## src/rtl/busclk_pkg.sv

```systemverilog
package busclk_pkg;

    // Operating mode of the waveform generator
    typedef enum logic {
        WAVE_IDLE = 1'b0,
        WAVE_RUN  = 1'b1
    } wave_mode_e;

endpackage

```

## src/rtl/busclk_phase_calc.sv

```systemverilog
// Turns a divide code into the terminal count of a period and the
// number of cycles the output stays high (high gets the spare cycle
// when the ratio is odd).
module busclk_phase_calc #(
    parameter int CODE_W = 5
) (
    input  logic [CODE_W-1:0] code_i,
    output logic [CODE_W-1:0] last_o,
    output logic [CODE_W-1:0] high_o
);

    localparam int SUM_W = CODE_W + 1;

    logic [SUM_W-1:0] ratio_plus1;

    always_comb begin
        // (code + 1) + 1, halved: ceil(ratio / 2)
        ratio_plus1 = {1'b0, code_i} + SUM_W'(2);
        last_o      = code_i;
        high_o      = ratio_plus1[SUM_W-1:1];
    end

endmodule

```

## src/rtl/busclk_code_stage.sv

```systemverilog
// Holds the active divide code, a pending code waiting for the next
// period boundary, and the illegal-code flag.
module busclk_code_stage #(
    parameter int CODE_W = 5
) (
    input  logic              clk_i,
    input  logic              rst_i,
    input  logic [CODE_W-1:0] code_i,
    input  logic              load_i,
    input  logic              boundary_i,
    output logic [CODE_W-1:0] act_code_o,
    output logic [CODE_W-1:0] next_code_o,
    output logic              bad_o
);

    typedef struct packed {
        logic [CODE_W-1:0] act;
        logic [CODE_W-1:0] pend;
        logic              pend_v;
        logic              bad;
    } stage_t;

    stage_t stage_d, stage_q;

    always_comb begin
        stage_d = stage_q;

        // newest request wins: live load, then pending, then current
        if (load_i) begin
            next_code_o = code_i;
        end else if (stage_q.pend_v) begin
            next_code_o = stage_q.pend;
        end else begin
            next_code_o = stage_q.act;
        end

        if (load_i) begin
            stage_d.bad = (code_i == '0);
        end

        if (boundary_i) begin
            stage_d.act    = next_code_o;
            stage_d.pend_v = 1'b0;
        end else if (load_i) begin
            stage_d.pend   = code_i;
            stage_d.pend_v = 1'b1;
        end
    end

    always_ff @(posedge clk_i) begin
        if (rst_i) begin
            stage_q <= '0;
        end else begin
            stage_q <= stage_d;
        end
    end

    assign act_code_o = stage_q.act;
    assign bad_o      = stage_q.bad;

    // the active code only moves on a period boundary
    assert_code_at_boundary_R8: assert property (
        @(posedge clk_i) disable iff (rst_i)
        (stage_q.act != $past(stage_q.act)) |-> $past(boundary_i)
    );

    // the flag reflects the code seen in the last load
    assert_flag_tracks_load_R6: assert property (
        @(posedge clk_i) disable iff (rst_i)
        load_i |=> (bad_o == ($past(code_i) == '0))
    );

endmodule

```

## src/rtl/busclk_wave.sv

```systemverilog
// Period counter, output clock register and edge strobes.
module busclk_wave
    import busclk_pkg::*;
#(
    parameter int CODE_W = 5
) (
    input  logic              clk_i,
    input  logic              rst_i,
    input  logic [CODE_W-1:0] act_last_i,
    input  logic [CODE_W-1:0] act_high_i,
    input  logic [CODE_W-1:0] next_code_i,
    output logic              boundary_o,
    output logic              bus_clk_o,
    output logic              rise_o,
    output logic              fall_o
);

    typedef struct packed {
        wave_mode_e        mode;
        logic [CODE_W-1:0] cnt;
        logic              clk;
        logic              rise;
        logic              fall;
    } wave_t;

    wave_t wave_d, wave_q;
    logic [CODE_W-1:0] cnt_inc;

    assign boundary_o = (wave_q.mode == WAVE_IDLE) || (wave_q.cnt == act_last_i);

    always_comb begin
        wave_d  = wave_q;
        cnt_inc = wave_q.cnt + CODE_W'(1);

        if (boundary_o) begin
            wave_d.cnt = '0;
            if (next_code_i == '0) begin
                wave_d.mode = WAVE_IDLE;
                wave_d.clk  = 1'b0;
            end else begin
                wave_d.mode = WAVE_RUN;
                wave_d.clk  = 1'b1;
            end
        end else begin
            wave_d.cnt = cnt_inc;
            wave_d.clk = (cnt_inc < act_high_i);
        end

        wave_d.rise = wave_d.clk & ~wave_q.clk;
        wave_d.fall = ~wave_d.clk & wave_q.clk;
    end

    always_ff @(posedge clk_i) begin
        if (rst_i) begin
            wave_q <= '0;
        end else begin
            wave_q <= wave_d;
        end
    end

    assign bus_clk_o = wave_q.clk;
    assign rise_o    = wave_q.rise;
    assign fall_o    = wave_q.fall;

    // a period never runs past the active terminal count
    assert_cnt_in_period_R1: assert property (
        @(posedge clk_i) disable iff (rst_i)
        (wave_q.mode == WAVE_RUN) |-> (wave_q.cnt <= act_last_i)
    );

    // every rising edge opens a fresh period
    assert_rise_starts_period_R1: assert property (
        @(posedge clk_i) disable iff (rst_i)
        rise_o |-> (wave_q.cnt == '0 && wave_q.mode == WAVE_RUN)
    );

    // the fall lands exactly after the high phase length
    assert_fall_at_high_len_R3: assert property (
        @(posedge clk_i) disable iff (rst_i)
        fall_o |-> (wave_q.cnt == act_high_i)
    );

    // a stopped generator keeps the clock low
    assert_idle_low_R6: assert property (
        @(posedge clk_i) disable iff (rst_i)
        (wave_q.mode == WAVE_IDLE) |-> !bus_clk_o
    );

    // strobes never overlap and each lasts one cycle
    assert_strobes_exclusive_R9: assert property (
        @(posedge clk_i) disable iff (rst_i)
        $onehot0({rise_o, fall_o})
    );

    assert_rise_single_R9: assert property (
        @(posedge clk_i) disable iff (rst_i)
        rise_o |=> !rise_o
    );

endmodule

```

## src/rtl/busclk_divider.sv

```systemverilog
module busclk_divider #(
    parameter int CODE_W = 5
) (
    input  logic              clk_i,
    input  logic              rst_i,
    input  logic [CODE_W-1:0] div_code_i,
    input  logic              div_load_i,
    output logic              bus_clk_o,
    output logic              rise_stb_o,
    output logic              fall_stb_o,
    output logic              code_bad_o
);

    logic [CODE_W-1:0] act_code;
    logic [CODE_W-1:0] next_code;
    logic [CODE_W-1:0] act_last;
    logic [CODE_W-1:0] act_high;
    logic              boundary;

    busclk_code_stage #(
        .CODE_W (CODE_W)
    ) i_code_stage (
        .clk_i       (clk_i),
        .rst_i       (rst_i),
        .code_i      (div_code_i),
        .load_i      (div_load_i),
        .boundary_i  (boundary),
        .act_code_o  (act_code),
        .next_code_o (next_code),
        .bad_o       (code_bad_o)
    );

    busclk_phase_calc #(
        .CODE_W (CODE_W)
    ) i_phase_calc (
        .code_i (act_code),
        .last_o (act_last),
        .high_o (act_high)
    );

    busclk_wave #(
        .CODE_W (CODE_W)
    ) i_wave (
        .clk_i       (clk_i),
        .rst_i       (rst_i),
        .act_last_i  (act_last),
        .act_high_i  (act_high),
        .next_code_i (next_code),
        .boundary_o  (boundary),
        .bus_clk_o   (bus_clk_o),
        .rise_o      (rise_stb_o),
        .fall_o      (fall_stb_o)
    );

    // a legal load into a stopped output starts the clock at once
    assert_start_from_idle_R7: assert property (
        @(posedge clk_i) disable iff (rst_i)
        (div_load_i && div_code_i != '0 && act_code == '0) |=> rise_stb_o
    );

endmodule

```

## config.mk

```make
export PLATFORM = sky130hd
export DESIGN_NAME = busclk_divider
export DESIGN_NICKNAME = d
export VERILOG_FILES = /design/src/rtl/busclk_pkg.sv /design/src/rtl/busclk_phase_calc.sv /design/src/rtl/busclk_code_stage.sv /design/src/rtl/busclk_wave.sv /design/src/rtl/busclk_divider.sv
export SDC_FILE = /design/constraint.sdc
export NUM_CORES = 1
export LEC_CHECK = 0
export BUFFER_PORTS_ARGS = -buffer_cell sky130_fd_sc_hd__buf_2
export CAP_MARGIN = 20
export CORE_MARGIN = 4
export CORE_UTILIZATION = 55
export DETAILED_ROUTE_END_ITERATION = 12
export PLACE_DENSITY = 0.76
export SYNTH_ARGS = -nofsm -noshare
export SYNTH_HDL_FRONTEND = slang
export SYNTH_SLANG_ARGS = --single-unit
export TNS_END_PERCENT = 10
```

## constraint.sdc

```tcl
create_clock -name clk_i -period 2.6 [get_ports clk_i]
set_clock_uncertainty 0.2 [all_clocks]
set_input_delay 0 -clock clk_i [delete_from_list [all_inputs] [get_ports clk_i]]
set_output_delay 0 -clock clk_i [all_outputs]
set_load 0.03 [all_outputs]
```

**Word level (Yosys, flattened, before mapping)**

Cells that the tools add are included.

- Input bits: 8
- Output and inout port bits: 4
- Flip-flop bits (word level): 21
- Word-level logic and storage cells: 28

- $lt $le $gt $ge: 1
- Bitwise gates (word level): 6
- Eq/ne operators: 1
- Multiplexer cells: 4
- Add/sub/neg operators: 2
- Reduce and logical (&&, ||, !) cells: 5

Operators by type and width:

| kind | count |
|---|---|
| 5-bit logical NOT | 2 |
| 5-bit two-way mux | 2 |
| 5-bit by 2-bit adder with 6-bit output (second input constant) | 1 |
| 5-bit by 1-bit adder with 5-bit output (second input constant) | 1 |
| 5-bit == test | 1 |
| 5-bit < comparator | 1 |
| 1-bit NOT | 4 |
| 1-bit AND | 2 |
| 1-bit two-way mux | 2 |
| 2-bit AND reduction | 1 |
| 2-bit OR reduction | 1 |
| 1-bit logical OR | 1 |

**Depth between registers and ports, before layout**

- Depth after elaboration: 7
- Depth in mapped cells: 9
- Depth with buffers taken out: 9

**Hierarchy**

From an unflattened synthesis, not the netlist that was laid out.

- Cell total of the unflattened synthesis: 133
- Area total of the unflattened synthesis: 1219.9 um^2

Modules (own cells, without submodules):

| module | times used | cells each | area an instance (um^2) | seq. area each (um^2) |
|---|---|---|---|---|
| busclk_code_stage | 1 | 72 | 655.6 | 240.2 |
| busclk_wave | 1 | 50 | 480.5 | 180.2 |
| busclk_phase_calc | 1 | 11 | 83.8 | 0.0 |

**Least setup slack after synthesis**

Ideal clock, no wire load.

- Path type: flip-flop to flip-flop
- From: register i_wave.wave_q[3] in the netlist's numbering
- To: register i_wave.wave_q (netlist bit i_wave.fall_o)
- Buffers on the path: 0
- Cell stages (with the launch flop): 10
- Required time: 2341 ps
- Arrival time: 1680 ps
- Setup slack: 661 ps
- Clock period less this slack: 1939 ps
- Library setup time: 59 ps
- Path through: dfxtp_1 ha_1 nand3_1 xnor2_1 ha_1 nand4_1 a21oi_1 nor2_1 a21oi_1 o211a_1

- Longest elaborated chain between the ends: 5
- Elaborated cells on any way between the ends: 7
- Classes of those cells: add/sub: 1; order compare: 1; eq/ne: 1; mux: 1; bitwise: 2; reduce/logical: 1

Ends and longest elaborated chain:

| element | RTL line | RTL |
|---|---|---|
| from (decl) | busclk_wave.sv:26 | `wave_t wave_d, wave_q;` |
| from (signal assigned) | busclk_wave.sv:57 | `wave_q <= wave_d;` |
| 5-bit by 1-bit adder with 5-bit output | busclk_wave.sv:33 | `cnt_inc = wave_q.cnt + CODE_W'(1);` |
| via i_wave.cnt_inc[4] | busclk_wave.sv:27 | `logic [CODE_W-1:0] cnt_inc;` |
| 5-bit < comparator | busclk_wave.sv:46 | `wave_d.clk = (cnt_inc < act_high_i);` |
| 1-bit two-way mux | busclk_wave.sv:35 | `if (boundary_o) begin` |
| 1-bit NOT | busclk_wave.sv:50 | `wave_d.fall = ~wave_d.clk & wave_q.clk;` |
| 1-bit AND | busclk_wave.sv:50 |  |

The timed path passes the listed nets, and every way through them passes these cells.
A chain may end at the register's enable or synchronous reset.

**Worst setup path in the final report**

- From: register i_code_stage.stage_q (netlist bit i_code_stage.act_code_o[1])
- To: register i_code_stage.stage_q[3] in the netlist's numbering

- Longest elaborated chain between the ends: 4

Ends and longest elaborated chain:

| element | RTL line | RTL |
|---|---|---|
| from (decl) | busclk_code_stage.sv:23 | `stage_t stage_d, stage_q;` |
| from (signal assigned) | busclk_code_stage.sv:54 | `stage_q <= stage_d;` |
| 5-bit == test | busclk_wave.sv:29 | `assign boundary_o = (wave_q.mode == WAVE_IDLE) \|\| (wave_q.cnt == act_last_i);` |
| 1-bit logical OR | busclk_wave.sv:29 |  |
| 1-bit NOT (no line) | -- |  |
| 2-bit AND reduction (no line) | -- |  |

Every way passes these cells.

==> impl_metrics.tcl <==
set metrics [dict create \
    finalPower_mw 0.721 \
    synth-edff-count 0 \
    critPathSlowestCell "dlygate4sd3_1" \
    dpl_cell_area_um2 1150 \
    power.leakage_nw 0.605 \
    drt-total-wl_um 2130 \
    cts-root-buf "clkbuf_4" \
    antenna_cells 0 \
    num_vias 846 \
    area_delta_synth_final_pct 20.2 \
    synth.distinct_cells 26 \
    fp.dieH_um 52.4 \
    antenna_found_initial 0 \
    worstRegToRegCells 6 \
    num_rows 15 \
    grt_pass1_vias 844 \
    final_area_um2 1300 \
    synth_top_area_cell "dfxtp_1" \
    fin_nets 153 \
    drc_errors 0 \
    drtAntennaViolNets 0 \
    vias_per_cell 5.19 \
    timing.rr.start "i_code_stage.act_code_o[1]$_SDFFE_PP0P_" \
    crit_chain "xnor2_1, nand3_2, o311ai_4, mux2i_1, nor2_1, dlygate4sd3_1" \
    synth.avg_cell_area_um2 9.52 \
    timing.rr.end "i_code_stage.stage_q[3]$_SDFFE_PP0P_" \
    clkLatencyLatePin_ns 0.30 \
    seq_area_frac_synth_pct 38.8 \
    synth_top_area_share_pct 38.8 \
    num_io_pins 12 \
    status "complete, no violations" \
    hold_viol 0 \
    clk_pin_slew_ns 0.12 \
    grt_pass1_wl_um 3750 \
    cp-start-kind "flop" \
    syn_nets 128 \
    drv_slew 0 \
    drive_above_1_share_pct 13.8 \
    port_buffers 11 \
    numCtsBuffers 3 \
    r2r_setup_slack_ns 0.17 \
    synth.top_cells.by_area "dfxtp_1, mux2i_1, ha_1, nor2_1, xnor2_1" \
    crit_fanout 6 \
    register_area_um2 420 \
    die_w_um 52.4 \
    min_period_over_period_pct 93.3 \
    multiInputGateArea_um2 626 \
    critPathKind "reg -> reg" \
    synth-main-ff-cell "dfxtp_1" \
    min_path_type "reg -> reg" \
    fin_cells 163 \
    final_cell_mix "dfxtp_1, nor2_1, mux2i_1" \
    required_ns 2.60 \
    startpoint "i_code_stage.act_code_o[1]$_SDFFE_PP0P_" \
    max_clock_freq_mhz 412 \
    synthArstFlopShare_pct 0 \
    slew_headroom_pct 67.8 \
    start_util_pct 60.2 \
    gp_congestion 0.826 \
    cap_violations 0 \
    period_minus_slack_ns 2.43 \
    yosys_warnings 0 \
    grt_max_degree 16 \
    syn-cell-area_um2 1080 \
    syn-instance-count 114 \
    dr.first_iter.drc_count 8 \
    wire_per_inst_um 13.0 \
    tightest_slew_ns 0.483 \
    h-tree-depth 1 \
    grt_setup_unrepaired "false" \
    finalSetupTns_ns 0 \
    cp_data_arrival_time_ns 2.43 \
    cts_tree "done" \
    coreArea_um2 1800 \
    cts_resized 0 \
    post-place-cells 146 \
    dr.pass1.iters 4 \
    dieArea_um2 2750 \
    peakVddDrop_mv 0.318 \
    cts.sinks 21 \
    finalSetupViolations 0 \
    dp_hpwl_um 1480 \
    global_route.overflow_total 0 \
    crit_end "i_code_stage.stage_q[3]$_SDFFE_PP0P_" \
    cpPeakStageDelay_ns 0.55 \
    worst_setup_path_end_kind "flop" \
    cts_buffer_depth 2 \
    final_common_cell "dfxtp_1" \
    fillers 146 \
    grt_usage_pct 18.5 \
    power.density_nw_per_um2 553 \
    synth-seq-cells 21 \
]
-- critical path: cells and delay by family (launching register included) --
family	cells	cell delay [ns]
compound gates	1	0.43
flops	1	0.45
mux	1	0.30
xor+xnor	1	0.17
buf+inv	1	0.55
simple gates	2	0.22
-- metrics by stage --
step | setup slack (ns) | hold WS (ns) | util (%)
6_report | 0.174 | 0.256 | 72.4
5_1_grt | 0.0365 | 0.277 | 72.4
4_1_cts | 0.151 | 0.258 | 72.4
3_5_place_dp | 0.467 | 0.0744 | 63.7
3_3_place_gp | 0.495 | 0.0637 | 63.7
2_1_floorplan | 0.661 | -0.131 | -
-- what timing repair did --
item / 4_1_cts / 5_1_grt
hold buffers: 13 / 0
hold endpoints to repair: 16 / 0
buffers inserted: 0 / 0
setup endpoints to repair: 0 / 2
-- worst min-delay path by stage --
stage                                           start                                   end  slack (ns)  depth (start not counted)
after global routing      i_wave.bus_clk_o$_SDFF_PP0_              i_wave.rise_o$_SDFF_PP0_        0.28                          1
after detailed placement                div_code_i[1]  i_code_stage.stage_q[3]$_SDFFE_PP0P_        0.07                          3
after CTS                 i_wave.bus_clk_o$_SDFF_PP0_              i_wave.rise_o$_SDFF_PP0_        0.26                          1
after global placement                  div_code_i[4]  i_code_stage.stage_q[6]$_SDFFE_PP0P_        0.06                          3
after floorplan                                 rst_i       i_code_stage.bad_o$_SDFFE_PP0P_       -0.13                          1
final                     i_wave.bus_clk_o$_SDFF_PP0_              i_wave.rise_o$_SDFF_PP0_        0.26                          1
-- routing by layer --
metal	global-route usage, %	wire, um	share of wire (%)
met3	2.56	56	2.6
met5	0	0	0
met4	8.51	14	0.66
met1	22.6	1020	48
met2	31.6	1040	49
-- cell type report --
class                      count  area share, %
clock buffer                   4           2.02
inverter                       4           1.15
multi-input combinational     85           48.0
sequential                    21           32.2
tap                           25           2.40
timing repair buffer          24           14.2
-- registers in the layout, summed over array words and instances, names as in the netlist --
| name | cells |
|---|---|
| i_wave.wave_q | 6 |
| i_code_stage.bad_o | 1 |
| i_code_stage.act_code_o | 5 |
| i_wave.rise_o | 1 |
| i_code_stage.stage_q | 6 |
| i_wave.fall_o | 1 |
| i_wave.bus_clk_o | 1 |
-- power breakdown --
group          total (mW)  internal, mW  leakage, nW  switching (mW)
logic               0.190        0.0869        0.419           0.103
clock network       0.158        0.0597       0.0150          0.0982
registers           0.373         0.347        0.172          0.0261
total               0.721         0.493        0.605           0.228
-- cell families (layout without fill, tap and decap cells) --
logic type,count (synthesis),in the layout,share of synthesized area [%]
compound gates,13,13,9.92
xor+xnor,10,10,8.77
fa+ha+maj,6,6,6.92
buf+inv,8,32,3.57
flops,21,21,38.8
mux,15,15,13.8
simple gates,41,41,18.2
-- Yosys cell counts (2+ instances only) --
cell type and instances:
nand2_1 5, ha_1 6, xor2_1 4, nor2_1 18, nor3_1 3, a21oi_1 4, mux2i_1 15, nand3_1 5
dfxtp_1 21, o21ai_0 6, nor2b_1 4, nand2b_1 2, inv_1 4, xnor2_1 5
(Power assumes the default switching activity.)
